$ cat src/rtl/pcu_pkg.sv
package pcu_pkg;

    localparam int PC_W  = 9;
    localparam int LO_W  = 8;
    localparam int CMD_W = 3;

    typedef logic [PC_W-1:0] pc_t;

    typedef enum logic [CMD_W-1:0] {
        CMD_INC  = 3'd0,
        CMD_JUMP = 3'd1,
        CMD_CALL = 3'd2,
        CMD_RET  = 3'd3,
        CMD_WRLO = 3'd4,
        CMD_RST  = 3'd5
    } pc_cmd_e;

    typedef struct packed {
        pc_t  next_pc;
        pc_t  ret_addr;
        logic push;
        logic pop;
        logic clr;
        logic redirect;
    } pc_ctl_t;

    // Place an 8-bit value in the lower page (bit 8 forced to zero)
    function automatic pc_t page0(input logic [LO_W-1:0] lo);
        return {{(PC_W-LO_W){1'b0}}, lo};
    endfunction

    function automatic pc_t pc_inc(input pc_t p);
        return p + pc_t'(1);
    endfunction

endpackage

$ cat src/rtl/pcu_next_calc.sv
module pcu_next_calc
    import pcu_pkg::*;
#(
    parameter pc_t RESET_PC = '1
)(
    input  pc_t                 pc_q,
    input  logic [CMD_W-1:0]    cmd,
    input  pc_t                 imm,
    input  logic [LO_W-1:0]     data,
    input  pc_t                 stack_top,
    output pc_ctl_t             ctl
);

    always_comb begin
        ctl          = '0;
        ctl.next_pc  = pc_inc(pc_q);
        ctl.ret_addr = pc_inc(pc_q);
        case (cmd)
            CMD_JUMP: begin
                ctl.next_pc  = imm;
                ctl.redirect = 1'b1;
            end
            CMD_CALL: begin
                ctl.next_pc  = page0(imm[LO_W-1:0]);
                ctl.push     = 1'b1;
                ctl.redirect = 1'b1;
            end
            CMD_RET: begin
                ctl.next_pc  = stack_top;
                ctl.pop      = 1'b1;
                ctl.redirect = 1'b1;
            end
            CMD_WRLO: begin
                ctl.next_pc  = page0(data);
                ctl.redirect = 1'b1;
            end
            CMD_RST: begin
                ctl.next_pc  = RESET_PC;
                ctl.clr      = 1'b1;
            end
            default: ;  // increment, including the spare codes
        endcase
    end

endmodule

$ cat src/rtl/pcu_ret_stack.sv
module pcu_ret_stack
    import pcu_pkg::*;
#(
    parameter int DEPTH = 2
)(
    input  logic clk,
    input  logic rst,
    input  logic clr,
    input  logic push,
    input  logic pop,
    input  pc_t  push_val,
    output pc_t  top
);

    pc_t lvl      [DEPTH];
    pc_t push_src [DEPTH];
    pc_t pop_src  [DEPTH];

    for (genvar i = 0; i < DEPTH; i++) begin : g_lvl
        if (i == 0) begin : g_head
            assign push_src[i] = push_val;
        end else begin : g_body
            assign push_src[i] = lvl[i-1];
        end

        if (i == DEPTH-1) begin : g_tail
            assign pop_src[i] = lvl[i];     // bottom entry keeps its value
        end else begin : g_mid
            assign pop_src[i] = lvl[i+1];
        end

        always_ff @(posedge clk) begin
            if (rst || clr) begin
                lvl[i] <= '0;
            end else if (push) begin
                lvl[i] <= push_src[i];
            end else if (pop) begin
                lvl[i] <= pop_src[i];
            end
        end
    end

    assign top = lvl[0];

endmodule

$ cat src/rtl/pcu_flush_gen.sv
module pcu_flush_gen (
    input  logic clk,
    input  logic rst,
    input  logic redirect,
    output logic flush
);

    always_ff @(posedge clk) begin
        if (rst) begin
            flush <= 1'b0;
        end else begin
            flush <= redirect;
        end
    end

endmodule

$ cat src/rtl/pcu_top.sv
module pcu_top
    import pcu_pkg::*;
#(
    parameter  int MEM_WORDS   = 512,
    parameter  int STACK_DEPTH = 2,
    localparam int AW          = $clog2(MEM_WORDS)
)(
    input  logic                clk,
    input  logic                rst,
    input  logic [CMD_W-1:0]    cmd,
    input  logic [PC_W-1:0]     imm_addr,
    input  logic [LO_W-1:0]     wr_data,
    output logic [PC_W-1:0]     pc_out,
    output logic [AW-1:0]       fetch_addr,
    output logic                flush
);

    localparam pc_t RESET_PC = pc_t'(MEM_WORDS - 1);

    pc_t     pc_q;
    pc_t     stack_top;
    pc_ctl_t ctl;

    pcu_next_calc #(
        .RESET_PC (RESET_PC)
    ) u_next (
        .pc_q      (pc_q),
        .cmd       (cmd),
        .imm       (imm_addr),
        .data      (wr_data),
        .stack_top (stack_top),
        .ctl       (ctl)
    );

    pcu_ret_stack #(
        .DEPTH (STACK_DEPTH)
    ) u_stack (
        .clk      (clk),
        .rst      (rst),
        .clr      (ctl.clr),
        .push     (ctl.push),
        .pop      (ctl.pop),
        .push_val (ctl.ret_addr),
        .top      (stack_top)
    );

    pcu_flush_gen u_flush (
        .clk      (clk),
        .rst      (rst),
        .redirect (ctl.redirect),
        .flush    (flush)
    );

    always_ff @(posedge clk) begin
        if (rst) begin
            pc_q <= RESET_PC;
        end else begin
            pc_q <= ctl.next_pc;
        end
    end

    assign pc_out = pc_q;

    // Fold the PC into the implemented memory
    if (AW >= PC_W) begin : g_full
        assign fetch_addr = AW'(pc_q);
    end else begin : g_fold
        assign fetch_addr = pc_q[AW-1:0];
    end

endmodule

$ cat config.mk
export PLATFORM = sky130hd
export DESIGN_NAME = pcu_top
export DESIGN_NICKNAME = d
export VERILOG_FILES = /design/src/rtl/pcu_pkg.sv /design/src/rtl/pcu_next_calc.sv /design/src/rtl/pcu_ret_stack.sv /design/src/rtl/pcu_flush_gen.sv /design/src/rtl/pcu_top.sv
export SDC_FILE = /design/constraint.sdc
export NUM_CORES = 1
export LEC_CHECK = 0
export ABC_AREA = 1
export ABC_CLOCK_PERIOD_IN_PS = 2500
export BUFFER_PORTS_ARGS = -buffer_cell sky130_fd_sc_hd__buf_2
export CORE_UTILIZATION = 50
export DETAILED_ROUTE_END_ITERATION = 16
export GPL_ROUTABILITY_DRIVEN = 0
export GPL_TIMING_DRIVEN = 1
export PLACE_DENSITY_LB_ADDON = 0.12
export SKIP_LAST_GASP = 1
export SYNTH_ARGS = -nofsm -noshare
export SYNTH_HDL_FRONTEND = slang
export SYNTH_SLANG_ARGS = --single-unit
$ cat constraint.sdc
create_clock -name clk -period 2.5 [get_ports clk]
set_input_delay 0.25 -clock clk [delete_from_list [all_inputs] [get_ports clk]]
set_output_delay 0.25 -clock clk [all_outputs]
set_load 0.01 [all_outputs]
==> impl_summary.md <==
Finish
The final-stage net count is 294. The flip-flop and latch area is approximately 740 sq um. The multi-input combinational cells in the finished layout cover a total of about 730 sq um. The post-route netlist has 19.7% of its cells at a drive strength greater than 1. The antenna diode count is 0. The synthesis-to-layout area growth is 11.9%. The count of fill cells added during filler insertion is roughly 310.

The utilization after layout is between 60% and 70%.

Global routing
The global-route wire length before repair is just over 6 mm. The number of global-route vias before repair came to 1,330. In the global route stage, overall resource usage came out at a little under a quarter. Entering global routing, the biggest net connects 17 pins.

The number of antenna violations at the first check in global routing is 0. Global routing finished with a remaining overflow of 0.

Clocking
Buffers inserted to repair hold after CTS numbered 0. The post-cts resize count is 0. The H-tree level count is 1. TritonCTS built the clock tree. The clock passes through at most 2 buffers. The insertion delay to the later sink of the worst-skew pair is between 0.3 and 0.4 ns.

The tree built by TritonCTS fans out to 28 sinks. In this run the post-CTS setup repair buffer count came out at 0. The root buffer cell chosen for the clock tree is sky130_fd_sc_hd__clkbuf_4. The clock-pin slew on the worst setup and hold paths is between 0.15 and 0.2 ns. The number of CTS-inserted buffers is 3.

Critical path
Of all nets on the critical path, the largest fanout is 8. The worst setup slack for register-to-register paths is about 0.9 ns. The type of the setup path with the least slack is reg -> reg. Measured in cells, the most critical reg-to-reg path has a length of 6.

The delay of the slowest critical-path stage is ~0.55 ns. Data arrives at the worst endpoint at 1.72 ns. The cell at the slowest stage of the critical path is sky130_fd_sc_hd__dfxtp_1.

Among cell families on the critical path, the largest total delay comes from flip-flops. The worst endpoint required time is between 2 and 3 ns. The kind of capture point of the worst setup path is a flip-flop. The worst setup path is launched from a flip-flop. The count of buffer and inverter cells on the critical path is 0. Walking the worst path, the cells encountered are ha_1 -> nand3_1 -> o21ai_0 -> nand2_1 -> nand2_1 -> nand2_1. The endpoint of the worst register-to-register path is u_stack.lvl[0][8]. The worst register-to-register path begins at fetch_addr[0]. The critical path's most frequent cell is sky130_fd_sc_hd__nand2_1.

Route
The final route contains approximately 1,600 vias. The count of antenna-violating nets left after detailed routing is 0. For this block, the initial DRC count from the detailed router was 152. The first TritonRoute pass finished after 5 iterations.

After detailed routing, the number of vias per cell comes to between 4 and 5. The DRC violations left is 0. In the final routed layout, each cell accounts on average for about 12 microns.

For this block, the routed nets add up to approximately 3.8 mm of wire.

Logic synthesis
The per-instance average area after synthesis is between 7 and 8 sq um. Yosys attributes the largest share of cell area to sky130_fd_sc_hd__edfxtp_1 (31%), sky130_fd_sc_hd__nand2_1 (20%), sky130_fd_sc_hd__dfxtp_1 (12%), sky130_fd_sc_hd__inv_1 (8.3%), sky130_fd_sc_hd__nand3_1 (5.5%). In this run, synthesis produced a sequential element count of 28. The number of synthesized flops with an enable pin is 18. In this run the cell area of the synthesized design comes to approximately 1700 sq um.

The most common cell in the synthesized netlist is sky130_fd_sc_hd__nand2_1. For this run, the register share of the synthesized area comes to between 40% and 50%. Synthesis instantiated 23 different standard cells from the library. By count the netlist is led by sky130_fd_sc_hd__nand2_1 (93), sky130_fd_sc_hd__inv_1 (38), sky130_fd_sc_hd__nand3_1 (19). The portion of synthesized cell area occupied by the leading cell type is a little under a third. Among all flip-flop cells after synthesis, the most frequent one is sky130_fd_sc_hd__edfxtp_1. The cell count after synthesis is about 240. The Yosys step of the flow raised 0 warnings.

The number of nets in the synthesized netlist is 262. The synthesized design spends more area on one cell type than any other, namely sky130_fd_sc_hd__edfxtp_1. The share of synthesized flip-flops with an asynchronous set or reset is 0%.

Floorplan
Row generation in the floorplan step produced 20 rows. The I/O pin total is 41. The height of the die is just over 60 microns. The die is about 60 microns wide.

The die covers about 3700 sq um. Once the floorplan was initialized, standard cells occupied a little over half of the core. The core outline area is 3150 sq um.

STA
Summed over all failing endpoints, the final setup total negative slack is 0 ns. Setup repair after global routing left no endpoint under its margin. The measured slew at the worst slew-check pin is 0.431 ns. The max-slew headroom at the worst pin is slightly above 70%.

The portion of the clock cycle consumed by the worst path in the final layout is between 60% and 70%. For this run, the top clock speed supported by timing is around 630 MHz. The clock period minus final worst setup slack is roughly 1.6 ns. The clock arrives with 0.0121 ns of skew.

The final-report setup violation count is 0. The total count of hold-check failures in the final report came to 0. The number of pins exceeding their max-slew limit in the final report is 0.

Run
The number of violations of the max-capacitance limit is 0.

Placement
In this run the tool buffered the top-level ports with 40 buffer cells. The final HPWL from detailed placement is 2.90 mm.

Hold path
The class of the most critical hold timing path is in -> reg. The worst hold path cell count is 5. The startpoint identified for the worst hold timing path is imm_addr[3]. The end point of the worst hold path is fetch_addr[3].

Pwr
The peak ir drop on the vdd network is approximately 0.4 mV. The static leakage is a little over 1 nW. Power spread over the standard cell area amounts to a little over 600 nW/um^2.

Outcome
The flow ran to the end, and the final reports show no timing, DRC or antenna violations.
-- cell usage in the layout, fill, tap and decap left out --
cell type / netlist / layout
sky130_fd_sc_hd__nand2_1: 93 / 93
sky130_fd_sc_hd__buf_2: 0 / 40
sky130_fd_sc_hd__inv_1: 38 / 38
sky130_fd_sc_hd__nand3_1: 19 / 19
sky130_fd_sc_hd__edfxtp_1: 18 / 18
sky130_fd_sc_hd__nor2_1: 14 / 14
sky130_fd_sc_hd__dfxtp_1: 10 / 10
sky130_fd_sc_hd__nand4_1: 9 / 9
sky130_fd_sc_hd__inv_2: 3 / 3
sky130_fd_sc_hd__o21ai_0: 3 / 3
sky130_fd_sc_hd__clkbuf_4: 0 / 3
sky130_fd_sc_hd__nor2_4: 2 / 2
sky130_fd_sc_hd__nand2_2: 2 / 2
sky130_fd_sc_hd__xnor2_1: 2 / 2
sky130_fd_sc_hd__a22o_1: 2 / 2
sky130_fd_sc_hd__a21oi_1: 2 / 2
sky130_fd_sc_hd__ha_1: 2 / 2
sky130_fd_sc_hd__nand3_4: 1 / 1
sky130_fd_sc_hd__nor3_4: 1 / 1
sky130_fd_sc_hd__xor2_1: 1 / 1
sky130_fd_sc_hd__o31ai_1: 1 / 1
sky130_fd_sc_hd__nor3_1: 1 / 1
sky130_fd_sc_hd__clkinv_1: 1 / 1
sky130_fd_sc_hd__bufinv_16: 0 / 1
-- report_power, final --
part / switching, W / leakage [nW] / total (W) / internal, W
clock: 0.000140 / 0.0279 / 0.000303 / 0.000162
sequential: 0.0000431 / 0.277 / 0.000581 / 0.000538
combinational: 0.000180 / 0.727 / 0.000285 / 0.000105
total: 0.000364 / 1.03 / 0.00117 / 0.000805
-- sequential cells by signal, summed over array words and instances, names as in the netlist --
name and count:
u_flush.flush 1, fetch_addr 9, u_stack.lvl 18
-- worst max-delay path by stage --
stage             startpoint                 to  slack, ns  cells after the start
2_1_floorplan  fetch_addr[0]  u_stack.lvl[0][8]       1.08                      6
3_3_place_gp             rst  u_stack.lvl[1][7]       0.95                      5
3_5_place_dp             rst  u_stack.lvl[1][7]       0.93                      5
4_1_cts        fetch_addr[0]  u_stack.lvl[0][8]       0.92                      6
5_1_grt        fetch_addr[0]  u_stack.lvl[0][8]       0.77                      6
6_report       fetch_addr[0]  u_stack.lvl[0][8]       0.90                      6
-- area by class of cell --
| cell class | instances | share of cell area (%) |
|---|---|---|
| clock buffer | 3 | 1.16 |
| clock inverter | 1 | 1.55 |
| inverter | 42 | 8.15 |
| multi-input combinational | 155 | 37.6 |
| sequential | 28 | 38.3 |
| tap | 44 | 2.85 |
| timing repair buffer | 40 | 10.3 |
-- stage by stage --
| stage | setup WS (ns) | area (sq um) | hold WS [ns] | total power, W | std cells |
|---|---|---|---|---|---|
| 6_report | 0.900 | 1930 | 0.192 | 0.00117 | 313 |
| 2_1_floorplan | 1.08 | 1730 | 0.346 | 0.000796 | 238 |
| 3_5_place_dp | 0.926 | 1880 | 0.505 | 0.000873 | 309 |
| 4_1_cts | 0.918 | 1930 | 0.198 | 0.00117 | 313 |
| 3_3_place_gp | 0.951 | 1880 | 0.501 | 0.000872 | 309 |
| 5_1_grt | 0.773 | 1930 | 0.217 | 0.00124 | 313 |
-- worst reg2reg max path, stage by stage, from the launching register on --
cell and delay [ns]:
sky130_fd_sc_hd__dfxtp_1 0.55, sky130_fd_sc_hd__ha_1 0.29, sky130_fd_sc_hd__nand3_1 0.15, sky130_fd_sc_hd__o21ai_0 0.19, sky130_fd_sc_hd__nand2_1 0.10, sky130_fd_sc_hd__nand2_1 0.06, sky130_fd_sc_hd__nand2_1 0.04
-- layer usage --
layer / global-route usage (%) / share of wire (%)
met1: 32.9 / 45
met2: 37.8 / 45
met3: 3.84 / 8.2
met4: 4.87 / 1.1
met5: 0 / 0
-- logic make-up (layout without fill, tap and decap cells) --
family,Yosys count,count (layout),share of synthesized area (%)
AO/OA/AOI/OAI,8,8,2.90
AND/OR/NAND/NOR,142,142,36.3
flip-flops,28,28,42.9
buffers and inverters,55,86,15.0
adder cells (fa/ha/maj),2,2,1.45
XOR/XNOR,3,3,1.52
Power figures use the tool's default switching activity.
